===== src/rtl/tri_add_fold_pkg.sv =====
package tri_add_fold_pkg;

  typedef enum logic {
    PH_OPND = 1'b0,
    PH_DONE = 1'b1
  } phase_e;

  function automatic int unsigned sum_width(input int unsigned opnd_w);
    return opnd_w + 2;
  endfunction

endpackage


===== src/rtl/tri_add_fold_phase.sv =====
module tri_add_fold_phase
  import tri_add_fold_pkg::*;
(
  input  logic   clk,
  input  logic   rst_n,
  output phase_e phase
);

  phase_e phase_q;
  phase_e phase_d;

  always_comb begin
    phase_d = (phase_q == PH_OPND) ? PH_DONE : PH_OPND;
  end

  always_ff @(posedge clk or negedge rst_n) begin
    if (!rst_n) phase_q <= PH_OPND;
    else        phase_q <= phase_d;
  end

  assign phase = phase_q;

  // the schedule alternates on every edge out of reset
  a_r2_phase_toggle: assert property (@(posedge clk) disable iff (!rst_n)
    1'b1 |=> (phase_q != $past(phase_q)));

endmodule


===== src/rtl/tri_add_fold_steer.sv =====
module tri_add_fold_steer
  import tri_add_fold_pkg::*;
#(
  parameter int unsigned W  = 8,
  localparam int unsigned SW = sum_width(W)
) (
  input  phase_e          phase,
  input  logic [W-1:0]    opnd_a,
  input  logic [W-1:0]    opnd_b,
  input  logic [W-1:0]    opnd_c,
  input  logic [SW-1:0]   partial,
  output logic [SW-1:0]   add_x,
  output logic [SW-1:0]   add_y
);

  localparam int unsigned PADW = SW - W;

  always_comb begin
    if (phase == PH_OPND) begin
      add_x = {{PADW{1'b0}}, opnd_a};
      add_y = {{PADW{1'b0}}, opnd_b};
    end else begin
      add_x = partial;
      add_y = {{PADW{1'b0}}, opnd_c};
    end
  end

endmodule


===== src/rtl/tri_add_fold_adder.sv =====
module tri_add_fold_adder #(
  parameter int unsigned AW     = 10,
  parameter bit          RIPPLE = 1'b0
) (
  input  logic [AW-1:0] x,
  input  logic [AW-1:0] y,
  output logic [AW-1:0] s
);

  generate
    if (RIPPLE) begin : g_ripple
      logic [AW-1:0] cy;
      assign cy[0] = 1'b0;
      for (genvar i = 0; i < AW; i++) begin : g_bit
        assign s[i] = x[i] ^ y[i] ^ cy[i];
        if (i < AW - 1) begin : g_cy
          assign cy[i+1] = (x[i] & y[i]) | (cy[i] & (x[i] ^ y[i]));
        end
      end
    end else begin : g_behav
      assign s = x + y;
    end
  endgenerate

endmodule


===== src/rtl/tri_add_fold.sv =====
module tri_add_fold
  import tri_add_fold_pkg::*;
#(
  parameter int unsigned W      = 8,
  parameter bit          RIPPLE = 1'b0,
  localparam int unsigned SW    = sum_width(W)
) (
  input  logic          clk,
  input  logic          rst_n,
  input  logic          set_valid,
  input  logic [W-1:0]  opnd_a,
  input  logic [W-1:0]  opnd_b,
  input  logic [W-1:0]  opnd_c,
  output logic          phase_o,
  output logic [SW-1:0] sum_o,
  output logic          sum_valid_o
);

  phase_e        phase;
  logic [SW-1:0] add_x;
  logic [SW-1:0] add_y;
  logic [SW-1:0] add_s;

  logic [SW-1:0] part_q;
  logic [SW-1:0] part_d;
  logic          part_en;
  logic          pend_q;
  logic          pend_d;
  logic [SW-1:0] res_q;
  logic [SW-1:0] res_d;
  logic          res_en;
  logic          oval_q;
  logic          oval_d;

  tri_add_fold_phase u_phase (
    .clk   (clk),
    .rst_n (rst_n),
    .phase (phase)
  );

  tri_add_fold_steer #(.W(W)) u_steer (
    .phase   (phase),
    .opnd_a  (opnd_a),
    .opnd_b  (opnd_b),
    .opnd_c  (opnd_c),
    .partial (part_q),
    .add_x   (add_x),
    .add_y   (add_y)
  );

  tri_add_fold_adder #(.AW(SW), .RIPPLE(RIPPLE)) u_add (
    .x (add_x),
    .y (add_y),
    .s (add_s)
  );

  // next-state
  always_comb begin
    part_en = (phase == PH_OPND);
    res_en  = (phase == PH_DONE);
    part_d  = add_s;
    res_d   = add_s;
    pend_d  = pend_q;
    oval_d  = 1'b0;
    if (phase == PH_OPND) begin
      pend_d = set_valid;
    end else begin
      oval_d = pend_q;
    end
  end

  // datapath registers: enabled per phase, no reset needed
  always_ff @(posedge clk) begin
    if (part_en) part_q <= part_d;
    if (res_en)  res_q  <= res_d;
  end

  // control registers
  always_ff @(posedge clk or negedge rst_n) begin
    if (!rst_n) begin
      pend_q <= 1'b0;
      oval_q <= 1'b0;
    end else begin
      pend_q <= pend_d;
      oval_q <= oval_d;
    end
  end

  assign phase_o     = phase;
  assign sum_o       = res_q;
  assign sum_valid_o = oval_q;

  // a finished sum is shown only in the operand phase
  a_r5_valid_in_opnd: assert property (@(posedge clk) disable iff (!rst_n)
    sum_valid_o |-> (phase_o == 1'b0));

  // one pulse per set
  a_r5_single_pulse: assert property (@(posedge clk) disable iff (!rst_n)
    sum_valid_o |=> !sum_valid_o);

  // exact sum of operands sampled two and one cycles earlier
  a_r3_exact_sum: assert property (@(posedge clk) disable iff (!rst_n)
    sum_valid_o |-> (sum_o == (SW'($past(opnd_a, 2)) + SW'($past(opnd_b, 2))
                               + SW'($past(opnd_c, 1)))));

  // a set not flagged valid produces no pulse
  a_r6_no_pulse: assert property (@(posedge clk) disable iff (!rst_n)
    (!phase_o && !set_valid) |=> ##1 !sum_valid_o);

  // nothing is valid during reset
  always_comb begin
    if (!rst_n) a_r1_reset_quiet: assert (!sum_valid_o && !phase_o);
  end

endmodule


===== config.mk =====
export PLATFORM = sky130hd
export DESIGN_NAME = tri_add_fold
export DESIGN_NICKNAME = d
export VERILOG_FILES = /design/src/rtl/tri_add_fold_pkg.sv /design/src/rtl/tri_add_fold_phase.sv /design/src/rtl/tri_add_fold_steer.sv /design/src/rtl/tri_add_fold_adder.sv /design/src/rtl/tri_add_fold.sv
export SDC_FILE = /design/constraint.sdc
export NUM_CORES = 1
export LEC_CHECK = 0
export BUFFER_PORTS_ARGS = -buffer_cell sky130_fd_sc_hd__buf_2
export CORE_MARGIN = 3
export CORE_UTILIZATION = 45
export CTS_CLUSTER_DIAMETER = 80
export DETAILED_ROUTE_END_ITERATION = 16
export PLACE_DENSITY = 0.74
export SKIP_CTS_REPAIR_TIMING = 1
export SYNTH_ARGS = -nofsm -noshare
export SYNTH_HDL_FRONTEND = slang
export SYNTH_SLANG_ARGS = --single-unit

===== constraint.sdc =====
create_clock -name clk -period 2.4 [get_ports clk]
set_input_delay 0 -clock clk [delete_from_list [all_inputs] [get_ports clk]]
set_output_delay 0 -clock clk [all_outputs]
set_load 0.03 [all_outputs]

* Word level (Yosys, flattened, before mapping)
Cells that the tools add are included.
Word-level totals: flip-flop bits (word level) 23, output and inout port bits 12
Operators by class: add/sub/neg operators 1, muxes and demuxes 4
Operator list (count):
- 10-bit by 8-bit adder with 10-bit output | 1
- 10-bit 2-to-1 mux | 1
- 8-bit 2-to-1 mux | 1
- 1-bit 2-to-1 mux | 2

* Depth between registers and ports, before layout
Gate-level depths: netlist of the first run.
word-level depth 2, depth in mapped cells 10, depth with buffers taken out 9

* Cells and area by module
Synthesis of the first run repeated with hierarchy kept, for this count alone.
Second synthesis, totals: cells, all modules 101, area, all modules 1366.3 sq um
Modules (own cells, without submodules):
- tri_add_fold | times used 1, cells an instance 25, area an instance 676.9 sq um, seq. area each 650.6 sq um
- tri_add_fold_adder | times used 1, cells an instance 51, area an instance 385.4 sq um, seq. area each 0.0 sq um
- tri_add_fold_steer | times used 1, cells an instance 23, area an instance 275.3 sq um, seq. area each 0.0 sq um
- tri_add_fold_phase | times used 1, cells an instance 2, area an instance 28.8 sq um, seq. area each 25.0 sq um

* Least setup slack after synthesis of the first run
No wires, ideal clock.
kind register to register, start point reg u_phase.phase_q (netlist: u_phase.phase), end point reg part_q[8], data pin, data arrival time 2.469 ns, path slack -0.350 ns, cell stages (with the launch flop) 11, path buffers 1, clock period less this slack 2.750 ns, cells stage by stage dfrtp_1 > buf_2 > mux2_2 > ha_1 > inv_1 > fa_1 > nor2b_1 > o21ai_0 > a21oi_1 > mux2i_1 > o2111ai_1
On the way: cells in the longest elaborated chain, start to end 2
RTL lines:
- start, declared | RTL line tri_add_fold_phase.sv:9 | phase_e phase_q;
- start signal, assigned | RTL line tri_add_fold_phase.sv:18 | else phase_q <= phase_d;
- 10-bit 2-to-1 mux or 8-bit 2-to-1 mux (tied branches) | RTL line tri_add_fold_steer.sv:19 | if (phase == PH_OPND) begin
- 10-bit by 8-bit adder with 10-bit output * | RTL line tri_add_fold_adder.sv:21 | assign s = x + y;
- net add_s[8] | RTL line tri_add_fold.sv:22 | logic [SW-1:0] add_s;
- end signal, assigned | RTL line tri_add_fold.sv:74 | if (part_en) part_q <= part_d;
- end, declared | RTL line tri_add_fold.sv:24 | logic [SW-1:0] part_q;
Mark *: on every way through the listed nets, which the timed path passes. The rest lies on a longest branch. A chain may end at the register's enable or synchronous reset.

* Worst setup path after layout of the first run
start point reg u_phase.phase_q (netlist: u_phase.phase), end point reg res_q[8] (netlist: sum_o[8]), data pin
On the way: cells in the longest elaborated chain, start to end 2
RTL lines:
- 10-bit 2-to-1 mux or 8-bit 2-to-1 mux (tied branches) | RTL line tri_add_fold_steer.sv:19
- 10-bit by 8-bit adder with 10-bit output * | RTL line tri_add_fold_adder.sv:21
- net add_s[8] | RTL line tri_add_fold.sv:22
- end signal, assigned | RTL line tri_add_fold.sv:75 | if (res_en) res_q <= res_d;
- end, declared | RTL line tri_add_fold.sv:29 | logic [SW-1:0] res_q;
Marked as above.

==> reports/metrics.cfg, run 1 <==
[status]
status = finished with violations
violations = setup timing

[grt]
antenna_found_initial = 0
grt_max_degree = 18
met2_usage_pct = 28.23
grtUsageMet3_pct = 2.397
grtUsageMet1_pct = 19.13
grt_pass1_wl_um = 4098
grt_pass1_vias = 942
gr-total-overflow = 0
grt-busiest-layer = met2
grt.total_usage_pct = 15.95

[synth]
syn_area_per_cell_um2 = 12.95
ys_types = 25
synth_fa_ha_area_share_pct = 9.467
yosys.area_share.xor_xnor_pct = 4.832
yosys_most_used_dff = edfxtp_1
synth_top_area_cell = edfxtp_1
yosys-top-cells-count = edfxtp_1, mux2_2, ha_1, inv_1
synth_area_leaders = edfxtp_1, mux2_2, ha_1
ys_seq_area_share_pct = 53.25
synth_seq_cells = 23
synthMuxAreaShare_pct = 14.79
synthArstFlopShare_pct = 13.04
yosys.area_share.simple_pct = 7.298
synthMostInstantiatedCell = edfxtp_1
syn_inst = 98
synth-compound-area-share_pct = 7.791
synth_area_mm2 = 0.001269
synth_top_family_by_area = multiplexers
synth_nets = 134
synth_top_area_share_pct = 47.34
yosysWarnings = 0
synth_edf_count = 20

[critical_path]
worstPathMaxFanout = 7
crit_path_end_kind = register
critical_path_class = register to register
critPathRequiredTime_ns = 2.46
worst_setup_path_start_kind = register
cp_data_arrival_time_ns = 2.56

[layout]
final_cell_area_mm2 = 0.001859
diodes = 0
final_layout_size_suffix_gt1_share_pct = 57.96
final_util_pct = 72.42
fin_nets = 194
areaGrowthSynthToFinish_pct = 46.55

[timing]
timing.final.crit_share_pct = 104.4
setup_ws_ns = -0.1050
fin_skew_ns = 0.006999
slew_viol_final = 0
setup_viol = 4
max_slew.worst_pin.slew_ns = 0.5031
fmax_mhz = 399.2
slew_headroom_pct = 66.43
rsz0062_at_grt = true
period_needed_ns = 2.505
finalHoldViolCount = 0

[detailed_routing]
post-route-drc-count = 0
viasPerCell = 5.460
vias = 1021
drt_iter0_markers = 14
wl_um = 3001
ant_nets = 0
firstDrtPassIters = 4
wl_per_cell_um = 16.05

[clock_network]
clk_pin_slew_worst_paths_ns = 0.13
htree_levels = 1
cts_tree = yes
cts_buffers = 3
root_buffer = clkbuf_4
numClockSinks = 23
clk_latency_ns = 0.33
cts_max_path_buffers = 2

[placed_design]
dp_hpwl_um = 2030
post-place-ws_ns = -0.08080
io_buffer_count = 38
placed_area_mm2 = 0.001551
globalplace.congestion = 0.8062

[die]
die_area_mm2 = 0.003492
initial_core_util_pct = 49.42
dieHeight_um = 59.10
coreArea_mm2 = 0.002567
ios = 39
dieWidth_um = 59.10
rows = 18

[run]
cap_violations = 0

[power]
p_sw_uw = 340.5
comb_power_share_pct = 37.2
leakagePower_uw = 0.0008148
finalPower_uw = 1117
powerDensity_mw_per_mm2 = 600.7
p_clk_share_pct = 16.7
pwr-share-seq_pct = 46.1
internal_power_uw = 776.4
ir_worst_vdd_v = 0.0004654
swShare_pct = 30.48

[hold_path]
hold_path_class = input port to register

## kinds of logic after synthesis
| kind of cell | after synthesis |
|---|---|
| buffers and inverters | 8 |
| AND/OR/NAND/NOR | 19 |
| flip-flops | 23 |
| AO/OA/AOI/OAI | 15 |
| XOR/XNOR | 7 |
| adder cells (fa/ha/maj) | 9 |
| multiplexers | 17 |
## cell usage in the layout (no fill, tap or decap), types with 2 or more instances in the layout
cell | Yosys | routed
buf_12 | 0 | 2
mux2_2 | 14 | 8
nor2b_1 | 2 | 2
o2111ai_2 | 0 | 2
dlygate4sd3_1 | 0 | 3
nand2_1 | 5 | 5
o21ai_1 | 0 | 2
edfxtp_1 | 20 | 20
a21oi_2 | 0 | 3
ha_1 | 8 | 4
ha_4 | 0 | 4
nor2_1 | 4 | 3
inv_1 | 6 | 5
dfrtp_1 | 3 | 2
xor2_1 | 2 | 2
xnor2_1 | 5 | 4
clkbuf_4 | 0 | 3
a21o_1 | 2 | 2
buf_4 | 0 | 11
mux2_4 | 0 | 6
buf_2 | 2 | 38
a21oi_1 | 5 | 2
## registers in the layout, indices dropped and copies added (netlist names)
name and count:
pend_q 1, sum_o 10, part_q 10, sum_valid_o 1
u_phase.phase 1
## power groups by stage
stage / Clock, uW / Combinational (uW) / Sequential [uW]
finish: 186 / 416 / 515
detailed placement: 0 / 327 / 522
CTS: 185 / 329 / 513
global placement: 0 / 310 / 520
floorplan: 0 / 241 / 519
global route: 207 / 457 / 517
## metal layers
layer	part of all wire [%]	up-vias
li1	-	484
met1	41	508
met2	54	24
met3	3.2	5
met4	1.6	0
met5	0	-
## worst max-delay path, stage by stage, from the launching register on
cell and delay [ns]:
dfrtp_2 0.51, buf_12 0.15, buf_4 0.10, mux2_2 0.32, ha_1 0.39, o21ai_1 0.17, nor3b_1 0.18, a31oi_1 0.25
o2111ai_2 0.17
## final timing paths
check,startpoint,endpoint,slack [ns],cells past startpoint
max,u_phase.phase,sum_o[8],-0.10,8
min,opnd_b[0],part_q[0],0.10,3
max reg2reg,u_phase.phase,sum_o[8],-0.10,8
min reg2reg,pend_q,sum_valid_o,0.53,1
max in group asynchronous,rst_n,u_phase.phase,1.68,3
min in group asynchronous,rst_n,u_phase.phase,0.54,3
## stage by stage
stage	setup TNS [ns]	hold WS, ns	std cells
6_report	-0.2945	0.1028	187
5_1_grt	-0.8978	0.09054	187
3_5_place_dp	-0.3063	-0.1924	169
4_1_cts	-0.4938	-0.5508	173
3_3_place_gp	0	-0.1954	169
2_1_floorplan	-0.1249	-0.2956	98
## cell type report
cell class | count | area, um^2
fillers | 178 | 708.2
inverters | 6 | 22.52
well taps | 30 | 37.54
multi-input cells | 67 | 701.9
clock buffers | 4 | 26.28
repair buffers | 57 | 394.1
flip-flops and latches | 23 | 676.9
No activity file was read; power rests on OpenSTA's default activity.
==> inputs of run 2 (changes only) <==
--- a/config.mk
+++ b/config.mk
@@ -12,5 +12,4 @@
 export DETAILED_ROUTE_END_ITERATION = 16
 export PLACE_DENSITY = 0.74
-export SKIP_CTS_REPAIR_TIMING = 1
 export SYNTH_ARGS = -nofsm -noshare
 export SYNTH_HDL_FRONTEND = slang
==> constraint.sdc (replaced) <==
create_clock -name clk -period 2.4 [get_ports clk]
set_input_delay 0.36 -clock clk [delete_from_list [all_inputs] [get_ports clk]]
set_output_delay 0.36 -clock clk [all_outputs]
set_load 0.03 [all_outputs]
==> reports/metrics.cfg, run 2 (synthesis gave the netlist of run 1 again) <==
[critical_path]
ff2ff_path_depth = 7  ; -1
r2r_setup_slack_ns = 0.06  ; +0.16 ns
worst_setup_path_start_kind = register
cp_data_arrival_time_ns = 2.39  ; -0.17 ns
r2r_end = sum_o[8]
critical_path_class = register to register
r2r-start = u_phase.phase
crit_path_end_kind = register
critPathRequiredTime_ns = 2.45  ; about the same
worstPathMaxFanout = 17  ; +10

[layout]
seq_area_um2 = 676.9  ; unchanged
final_util_pct = 65.74  ; -6.7 points
multi_input_area_um2 = 649.4  ; -7.5%
final.fill_count = 203  ; +14%
areaGrowthSynthToFinish_pct = 33.04
final_layout_size_suffix_gt1_share_pct = 53.06  ; -4.9 points
final_common_cell = buf_2
diodes = 0  ; unchanged
final_cell_area_mm2 = 0.001688  ; -9.2%
fin_nets = 184  ; -5.2%
final_cell_mix = buf_2, edfxtp_1, mux2_2

[timing]
hold_slack_ns = 0.2428  ; +0.1400 ns
setup_viol = 0  ; -4
period_needed_ns = 2.344  ; -0.1614 ns
fmax_mhz = 426.7  ; +6.9%
slew_headroom_pct = 64.88  ; -1.5 points
max_slew.worst_pin.slew_ns = 0.5263  ; +0.02321 ns
rsz0062_at_grt = true
slew_viol_final = 0  ; unchanged
finalHoldViolCount = 0  ; unchanged
timing.final.crit_share_pct = 97.65  ; -6.7 points
fin_skew_ns = 0.008824  ; +0.001825 ns
setup_ws_ns = 0.05637  ; +0.1614 ns

[die]
die_area_mm2 = 0.003492  ; unchanged
rows = 18  ; unchanged
ios = 39  ; unchanged
coreArea_mm2 = 0.002567  ; unchanged
dieHeight_um = 59.10  ; unchanged
dieWidth_um = 59.10  ; unchanged
initial_core_util_pct = 49.42  ; unchanged

[clock_network]
cts_max_path_buffers = 2  ; unchanged
cts_tree = yes
clk_latency_ns = 0.32  ; about the same
htree_levels = 1  ; unchanged
cts_buffers = 3  ; unchanged
numClockSinks = 23  ; unchanged
root_buffer = clkbuf_4
clk_pin_slew_worst_paths_ns = 0.12  ; about the same

[power]
ir_worst_vdd_v = 0.0004347  ; -6.6%
powerDensity_mw_per_mm2 = 632.7  ; +5.3%
leakagePower_uw = 0.0007190  ; -12%

[detailed_routing]
ant_nets = 0  ; unchanged
post-route-drc-count = 0  ; unchanged
vias = 941  ; -7.8%
drt_iter0_markers = 5  ; -9
wl_um = 2648  ; -12%
viasPerCell = 5.316  ; -2.6%
wl_per_cell_um = 14.96  ; -6.8%
firstDrtPassIters = 4  ; unchanged

[hold_path]
min-delay-start = set_valid
hold_path_class = input port to register
hold_path_depth = 2  ; -1
hold_path_end = pend_q

[status]
status = finished clean

[grt]
grt_pass1_wl_um = 4071  ; -0.66%
antenna_found_initial = 0  ; unchanged
grt_max_degree = 18  ; unchanged
gr-total-overflow = 0  ; unchanged
grt.total_usage_pct = 15.85  ; -0.092 points
grt_pass1_vias = 946  ; +0.42%

[run]
cap_violations = 0  ; unchanged

[placed_design]
placed_area_mm2 = 0.001551  ; unchanged
globalplace.congestion = 0.8062  ; unchanged
io_buffer_count = 38  ; unchanged
post-place-ws_ns = -0.08080  ; unchanged
dp_hpwl_um = 2030  ; unchanged

==> run 2: cell types whose count changed in the layout (fill, tap and decap cells not counted), sizes merged <==
cell and change:
buf -7, dlygate4sd3 -2, clkbuf -1
==> run 2: how the worst max path moves through the flow <==
stage	start	end	slack (ns)
finish	u_phase.phase	sum_o[8]	0.06
global route	u_phase.phase	sum_o[8]	-0.11
CTS	u_phase.phase	part_q[9]	0.01
detailed placement	u_phase.phase	part_q[8]	-0.08
global placement	u_phase.phase	sum_o[7]	0.007
floorplan	u_phase.phase	part_q[8]	-0.03
==> run 2: metrics by stage <==
stage	std cells	power [uW]	setup TNS [ns]
3_3_place_gp	169	830.3	0
5_1_grt	177	1141	-0.4489
3_5_place_dp	169	849.5	-0.3063
4_1_cts	175	1044	0
2_1_floorplan	98	759.9	-0.1249
6_report	177	1068	0
==> run 2: worst max-delay path, stage by stage, from the launching register on <==
cell and delay, ns:
dfrtp_2 0.48, buf_8 0.19, mux2_2 0.35, ha_1 0.37, o21ai_0 0.29, a21oi_1 0.07
mux2i_1 0.15, o2111ai_1 0.16
==> run 2: per-layer routing <==
metal  part of all wire, %  global-route usage [%]
met1                    41                   19.13
met2                    53                   28.08
met3                   4.4                   2.179
met4                   2.0                   6.796
met5                     0                       0
==> run 2: what timing repair did <==
item,CTS,global route
resized for setup,5,9
setup endpoints to repair,6,6
hold buffers,1,0
pin swaps,0,4
endpoints found under the hold margin,3,0
setup buffers,1,2
==> run 2: final cells by class <==
type | instances | area share [%]
multi-input cells | 67 | 38.47
clock buffers | 4 | 1.557
repair buffers | 47 | 16.31
well taps | 30 | 2.224
inverters | 6 | 1.334
flip-flops and latches | 23 | 40.10
==> run 2: power by group <==
part	total (uW)	internal (uW)	switching, uW
clock network	181	65.2	115
registers	514	505	8.33
logic	374	187	187
